### config.mk
export PLATFORM = sky130hd
export DESIGN_NAME = sar_adc_host
export DESIGN_NICKNAME = d
export VERILOG_FILES = /design/src/rtl/sar_adc_pkg.sv /design/src/rtl/sar_adc_sck_gen.sv /design/src/rtl/sar_adc_shift.sv /design/src/rtl/sar_adc_host.sv
export SDC_FILE = /design/constraint.sdc
export NUM_CORES = 1
export LEC_CHECK = 0
export BUFFER_PORTS_ARGS = -buffer_cell sky130_fd_sc_hd__buf_2
export CAP_MARGIN = 20
export CORE_ASPECT_RATIO = 1.5
export CORE_MARGIN = 5
export CORE_UTILIZATION = 55
export CTS_BUF_LIST = sky130_fd_sc_hd__clkbuf_16
export DETAILED_ROUTE_END_ITERATION = 10
export GPL_TIMING_DRIVEN = 0
export PLACE_DENSITY = 0.83
export SETUP_SLACK_MARGIN = 0.05
export SLEW_MARGIN = 10
export SYNTH_ARGS = -nofsm -noshare
export SYNTH_HDL_FRONTEND = slang
export SYNTH_SLANG_ARGS = --single-unit
### constraint.sdc
create_clock -name clk -period 2.7 [get_ports clk]
set_input_delay 0.135 -clock clk [delete_from_list [all_inputs] [get_ports clk]]
set_output_delay 0.135 -clock clk [all_outputs]
set_load 0.02 [all_outputs]
### src/rtl/sar_adc_pkg.sv
package sar_adc_pkg;

    localparam int CFG_BITS   = 7;
    localparam int FRAME_CLKS = 16;

    typedef enum logic [1:0] {
        ST_IDLE,
        ST_CONV,
        ST_FRAME,
        ST_WAKE
    } host_state_e;

    typedef enum logic [1:0] {
        PH_IDLE,
        PH_SETUP,
        PH_HIGH,
        PH_LOW
    } sck_phase_e;

    // Field order is the order the converter decodes the serial word (bit 6 first).
    typedef struct packed {
        logic       se;
        logic [2:0] chan;
        logic       com;
        logic       uni;
        logic       slp;
    } cfg_word_t;

endpackage

### src/rtl/sar_adc_sck_gen.sv
module sar_adc_sck_gen
    import sar_adc_pkg::*;
#(
    parameter int HALF_CYC = 2,
    parameter int NCLK     = 16
) (
    input  logic clk,
    input  logic rst_n,
    input  logic start_i,
    output logic sck_o,
    output logic rise_o,
    output logic fall_o,
    output logic done_o
);

    localparam int CW = $clog2(HALF_CYC + 1);
    localparam int NW = $clog2(NCLK + 1);

    typedef struct packed {
        sck_phase_e    phase;
        logic [CW-1:0] cnt;
        logic [NW-1:0] nclk;
        logic          sck;
        logic          done;
    } gen_t;

    gen_t q, d;

    always_comb begin
        d      = q;
        d.done = 1'b0;
        rise_o = 1'b0;
        fall_o = 1'b0;
        unique case (q.phase)
            PH_IDLE: begin
                if (start_i) begin
                    d.phase = PH_SETUP;
                    d.cnt   = CW'(HALF_CYC - 1);
                    d.nclk  = '0;
                end
            end
            PH_SETUP, PH_LOW: begin
                if (q.cnt != '0) begin
                    d.cnt = q.cnt - 1'b1;
                end else begin
                    rise_o  = 1'b1;
                    d.sck   = 1'b1;
                    d.phase = PH_HIGH;
                    d.cnt   = CW'(HALF_CYC - 1);
                end
            end
            PH_HIGH: begin
                if (q.cnt != '0) begin
                    d.cnt = q.cnt - 1'b1;
                end else begin
                    fall_o = 1'b1;
                    d.sck  = 1'b0;
                    if (q.nclk == NW'(NCLK - 1)) begin
                        d.phase = PH_IDLE;
                        d.done  = 1'b1;
                    end else begin
                        d.nclk  = q.nclk + 1'b1;
                        d.phase = PH_LOW;
                        d.cnt   = CW'(HALF_CYC - 1);
                    end
                end
            end
            default: d.phase = PH_IDLE;
        endcase
    end

    always_ff @(posedge clk or negedge rst_n) begin
        if (!rst_n) begin
            q <= '{phase: PH_IDLE, cnt: '0, nclk: '0, sck: 1'b0, done: 1'b0};
        end else begin
            q <= d;
        end
    end

    assign sck_o  = q.sck;
    assign done_o = q.done;

endmodule

### src/rtl/sar_adc_shift.sv
module sar_adc_shift
    import sar_adc_pkg::*;
#(
    parameter int RES_BITS = 16
) (
    input  logic                clk,
    input  logic                rst_n,
    input  logic                load_i,
    input  logic [CFG_BITS-1:0] cfg_i,
    input  logic                rise_i,
    input  logic                fall_i,
    input  logic                sdo_i,
    output logic                sdi_o,
    output logic [RES_BITS-1:0] data_o
);

    localparam int RW = $clog2(RES_BITS + 1);

    typedef struct packed {
        logic [CFG_BITS-1:0] tx;
        logic [RES_BITS-1:0] rx;
        logic [RW-1:0]       cnt;
    } shf_t;

    shf_t q, d;

    always_comb begin
        d = q;
        if (load_i) begin
            d.tx  = cfg_i;
            d.rx  = '0;
            d.cnt = '0;
        end else begin
            if (fall_i) begin
                d.tx = {q.tx[CFG_BITS-2:0], 1'b0};
            end
            // Bits beyond the converter resolution are don't-care and dropped.
            if (rise_i && (q.cnt < RW'(RES_BITS))) begin
                d.rx  = {q.rx[RES_BITS-2:0], sdo_i};
                d.cnt = q.cnt + 1'b1;
            end
        end
    end

    always_ff @(posedge clk or negedge rst_n) begin
        if (!rst_n) begin
            q <= '0;
        end else begin
            q <= d;
        end
    end

    assign sdi_o  = q.tx[CFG_BITS-1];
    assign data_o = q.rx;

endmodule

### src/rtl/sar_adc_host.sv
module sar_adc_host
    import sar_adc_pkg::*;
#(
    parameter int RES_BITS     = 16,
    parameter int CONV_CYC     = 175,
    parameter int CS_HI_CYC    = 2,
    parameter int WAKE_CYC     = 3_000_000,
    parameter int SCK_HALF_CYC = 2
) (
    input  logic                clk,
    input  logic                rst_n,
    input  logic                req_valid_i,
    output logic                req_ready_o,
    input  logic                single_i,
    input  logic [2:0]          chan_i,
    input  logic                com_i,
    input  logic                uni_i,
    input  logic                sleep_i,
    input  logic                stay_awake_i,
    output logic                res_valid_o,
    output logic [RES_BITS-1:0] res_data_o,
    output logic [6:0]          res_cfg_o,
    output logic                adc_cs_o,
    output logic                adc_sck_o,
    output logic                adc_sdi_o,
    input  logic                adc_sdo_i
);

    localparam int CYC_MAX = (CONV_CYC > WAKE_CYC) ? CONV_CYC : WAKE_CYC;
    localparam int CW      = $clog2(CYC_MAX + 1);

    typedef struct packed {
        host_state_e         state;
        logic [CW-1:0]       cyc;
        cfg_word_t           cfg;
        logic                stay;
        logic                asleep;
        logic                discard;
        logic                cs;
        logic                valid;
        logic [RES_BITS-1:0] res;
        cfg_word_t           res_cfg;
    } host_t;

    host_t q, d;

    logic                fr_start;
    logic                sck_rise;
    logic                sck_fall;
    logic                fr_done;
    logic [RES_BITS-1:0] fr_data;

    sar_adc_sck_gen #(
        .HALF_CYC(SCK_HALF_CYC),
        .NCLK    (FRAME_CLKS)
    ) u_sck (
        .clk    (clk),
        .rst_n  (rst_n),
        .start_i(fr_start),
        .sck_o  (adc_sck_o),
        .rise_o (sck_rise),
        .fall_o (sck_fall),
        .done_o (fr_done)
    );

    sar_adc_shift #(
        .RES_BITS(RES_BITS)
    ) u_shift (
        .clk   (clk),
        .rst_n (rst_n),
        .load_i(fr_start),
        .cfg_i (q.cfg),
        .rise_i(sck_rise),
        .fall_i(sck_fall),
        .sdo_i (adc_sdo_i),
        .sdi_o (adc_sdi_o),
        .data_o(fr_data)
    );

    always_comb begin
        d        = q;
        d.valid  = 1'b0;
        fr_start = 1'b0;
        unique case (q.state)
            ST_IDLE: begin
                if (req_valid_i) begin
                    d.cfg.se   = single_i;
                    d.cfg.chan = chan_i;
                    d.cfg.com  = com_i;
                    d.cfg.uni  = uni_i;
                    d.cfg.slp  = sleep_i;
                    d.stay     = stay_awake_i;
                    d.discard  = q.asleep && !sleep_i;
                    d.state    = ST_CONV;
                    d.cyc      = '0;
                    d.cs       = 1'b1;
                end
            end
            ST_CONV: begin
                d.cyc = q.cyc + 1'b1;
                // Stay-awake: drop the pin inside the early window, before any bit decision.
                d.cs  = q.stay ? ((int'(q.cyc) + 1) < CS_HI_CYC) : 1'b1;
                if (q.cyc == CW'(CONV_CYC - 1)) begin
                    d.state  = ST_FRAME;
                    d.cyc    = '0;
                    d.cs     = 1'b0;
                    fr_start = 1'b1;
                end
            end
            ST_FRAME: begin
                if (fr_done) begin
                    if (q.discard) begin
                        d.discard = 1'b0;
                        d.asleep  = 1'b0;
                        d.state   = ST_WAKE;
                        d.cyc     = '0;
                    end else begin
                        d.valid   = 1'b1;
                        d.res     = fr_data;
                        d.res_cfg = q.cfg;
                        d.asleep  = q.cfg.slp;
                        d.state   = ST_IDLE;
                    end
                end
            end
            ST_WAKE: begin
                d.cyc = q.cyc + 1'b1;
                if (q.cyc == CW'(WAKE_CYC - 1)) begin
                    d.state = ST_CONV;
                    d.cyc   = '0;
                    d.cs    = 1'b1;
                end
            end
            default: d.state = ST_IDLE;
        endcase
    end

    always_ff @(posedge clk or negedge rst_n) begin
        if (!rst_n) begin
            q <= '{state: ST_IDLE, cyc: '0, cfg: '0, stay: 1'b0, asleep: 1'b0,
                   discard: 1'b0, cs: 1'b0, valid: 1'b0, res: '0, res_cfg: '0};
        end else begin
            q <= d;
        end
    end

    assign req_ready_o = (q.state == ST_IDLE);
    assign res_valid_o = q.valid;
    assign res_data_o  = q.res;
    assign res_cfg_o   = q.res_cfg;
    assign adc_cs_o    = q.cs;

endmodule

==> metrics.csv <==
stage,metric,value,unit
synth,synth-warning-count,0,
pwr,pwr-share-comb,0.236,
synth,yosysSeqAreaShare,0.493,
synth,synth_top_family_by_area,simple AND/OR/NAND/NOR gates,
final_layout,fin_nets,558,
pwr,max-vdd-ir-drop,0.495,mV
sta,fmax,398,MHz
sta,setup_viol,0,
final_layout,fill_cells,710,
global_routing,grt_overflow_total,0,
pwr,power,4050,uW
cts,worstSkewPairLatency,0.34,ns
placement,gp_congestion,0.971,
floorplanning,start_util,0.563,
pwr,p_int,2700,uW
pwr,p_switching,1350,uW
final_layout,drive_gt1_frac,0.280,
synth,synthXorXnorAreaFrac,0.0229,
critical_path,cp-end-kind,register,
drt,via_per_inst,5.69,
synth,synthMuxAreaShare,0.0866,
min_path,hp-class,input pin to register,
synth,synth_fa_ha_area_frac,0.0126,
critical_path,crit_fanout,10,
synth,synth_compound_area_frac,0.133,
cts,cts_tree,built,
outcome,status,completed,
pwr,power_leakage,0.00266,uW
cts,cts_sinks,98,
critical_path,path_class,register to register,
critical_path,critPathLaunchType,register,
drt,wl_per_cell,16.9,um
global_routing,grt_max_degree,59,
critical_path,worstPathRequired,2.91,ns
drt,drtIter0Drc,170,
sta,fin_skew,0.00631,ns
cts,cts_max_path_buffers,2,
cts,htreeDepth,3,
cts,cts_root_buffer,clkbuf_16,
pwr,netSwitchingFraction,0.334,
floorplanning,dieArea,11100,sq um
pwr,seq_power_share,0.468,
final_layout,final_common_cell,dfrtp_1,
drt,num_vias,3731,
job,maxCapViolations,0,
final_layout,area_growth,13.7,%
synth,syn-mean-instance-area,10.2,sq um
sta,rsz0062_at_grt,no,
drt,detail-route-antenna-nets,0,
synth,yosysUniqueCellTypes,57,
cts,numCtsBuffers,9,
sta,tightest_slew,0.630,ns
pwr,power_density,716,nW/um^2
floorplanning,io_pins,40,
sta,hold_ws,0.0211,ns
sta,finalSetupTns,0,ns
floorplanning,rows,42,
final_layout,register_area,2450,sq um
drt,routed_wirelength,11100,um
global_routing,antenna_found_initial,0,
floorplanning,core-area,8830,sq um
sta,hold_viol,0,
final_layout,multi_input_area,2140,sq um
pwr,p_clk_frac,0.296,
drt,drc,0,
final_layout,final_cell_mix,"dfrtp_1 (96), nand2_1 (67), buf_2 (49)",
sta,slew_viol_final,0,
sta,relSlewSlack,0.578,
global_routing,grt_pass1_vias,3939,
synth,yosys.area_share.simple,0.172,
final_layout,finish.utilization,0.640,
final_layout,insertedDiodeCount,0,
global_routing,track_usage,0.213,
placement,hpwl,7900,um
critical_path,arrival,2.72,ns
synth,synthCells,488,
cts,clk_pin_slew,0.07,ns
synth,syn_nets,505,
synth,ys_ff_latch,98,
sta,period_share,0.930,
drt,firstDrtPassIters,5,
synth,synth_area,4970,sq um
sta,fin_crit,2.51,ns
floorplanning,dieWidth,87.6,um
global_routing,grt_pass1_wl,18600,um
floorplanning,die_y,126,um
placement,portBuffers,39,
==> worst paths after layout <==
kind | start | to | slack [ns] | cells after the start
setup / recovery | q[35] | q[40] | 0.19 | 9
hold / removal | uni_i | q[29] | 0.02 | 2
setup reg to reg | q[35] | q[40] | 0.19 | 9
hold reg to reg | u_sck.q[5] | u_sck.q[5] | 0.48 | 1
max in group asynchronous | rst_n | u_shift.data_o[14] | 1.70 | 3
min in group asynchronous | rst_n | u_shift.data_o[6] | 0.34 | 2
==> layer usage <==
layer  vias to the layer above  part of all wire  GRT usage
met5                         -                 0          0
met4                         0             0.041      0.119
met3                        31             0.036     0.0344
met2                       108              0.54      0.369
met1                      1793              0.39      0.244
li1                       1799                 -          -
==> timing repair <==
item	CTS	global route
gates cloned	0	0
hold buffers	1	0
setup buffers	0	1
endpoints found under the setup margin	1	17
resized for setup	1	5
hold endpoints to repair	40	0
pin swaps	0	1
==> critical path, cell delays in order, from the launching register on <==
cell and delay [ns]:
dfrtp_2 0.45, ha_2 0.26, nand3_2 0.25, nor2_1 0.38, and4_1 0.24, a211o_1 0.20, buf_4 0.22, nor2_1 0.05
o21ai_0 0.21, o41ai_2 0.11
==> sequential cells by signal, summed over array words and instances (netlist names) <==
register / cells
res_valid_o: 1
u_shift.data_o: 16
res_data_o: 16
res_cfg_o: 7
q: 34
u_shift.q: 11
u_shift.sdi_o: 1
u_sck.q: 9
u_sck.done_o: 1
u_sck.sck_o: 1
adc_cs_o: 1
==> synth_stat cells (all sizes together) <==
library cell | count | share of area
a211o | 2 | 0.0035
a211oi | 2 | 0.0030
a21o | 2 | 0.0030
a21oi | 26 | 0.027
a22o | 1 | 0.0018
a2bb2oi | 1 | 0.0018
a31o | 1 | 0.0018
a31oi | 5 | 0.0063
a41oi | 2 | 0.0050
and2 | 4 | 0.0050
and2b | 1 | 0.0015
and3 | 6 | 0.0076
and4 | 2 | 0.0035
and4b | 1 | 0.0020
buf | 47 | 0.070
clkbuf | 6 | 0.0045
dfrtp | 98 | 0.49
ha | 5 | 0.013
inv | 7 | 0.0053
mux2 | 32 | 0.072
mux2i | 7 | 0.014
nand2 | 67 | 0.051
nand2b | 3 | 0.0038
nand3 | 8 | 0.012
nand4 | 12 | 0.019
nor2 | 35 | 0.026
nor2b | 5 | 0.0063
nor3 | 6 | 0.0060
nor3b | 1 | 0.0015
nor4 | 10 | 0.019
nor4bb | 1 | 0.0020
o2111ai | 1 | 0.0018
o21a | 1 | 0.0015
o21ai | 43 | 0.043
o21bai | 1 | 0.0015
o2bb2ai | 1 | 0.0018
o31ai | 13 | 0.020
o32ai | 1 | 0.0018
o41ai | 4 | 0.0086
or2 | 2 | 0.0025
or2b | 1 | 0.0015
or3 | 1 | 0.0013
xnor2 | 9 | 0.016
xor2 | 4 | 0.0070
==> kinds of logic (layout without fill, tap and decap cells) <==
family / Yosys count / after routing
xor+xnor: 13 / 13
flops: 98 / 98
compound gates: 107 / 107
simple gates: 166 / 166
fa+ha+maj: 5 / 5
mux: 39 / 39
buf+inv: 60 / 118
==> power by group through the flow <==
stage | Sequential, uW | Clock [uW] | Combinational [uW]
finish | 1890 | 1200 | 957
global route | 1930 | 1290 | 1070
detailed placement | 1920 | 0 | 946
CTS | 1890 | 1220 | 961
global placement | 1900 | 0 | 892
floorplan | 1870 | 0 | 707
==> cell type report <==
class	count	area share
Timing Repair Buffer	42	0.0430
Clock inverter	7	0.00908
Multi-Input combinational cell	330	0.379
Inverter	7	0.00465
Sequential cell	98	0.434
Tap cell	110	0.0244
Buffer	53	0.0655
Clock buffer	9	0.0399
==> through the flow <==
step	area, sq um	setup slack (ns)	cells
after floorplan	4970	0.546	488
after global placement	5300	0.0252	637
after detailed placement	5330	0.0219	638
after CTS	5630	0.0639	655
after global routing	5650	0.0548	656
final	5650	0.189	656
Power figures use the tool's default switching activity.
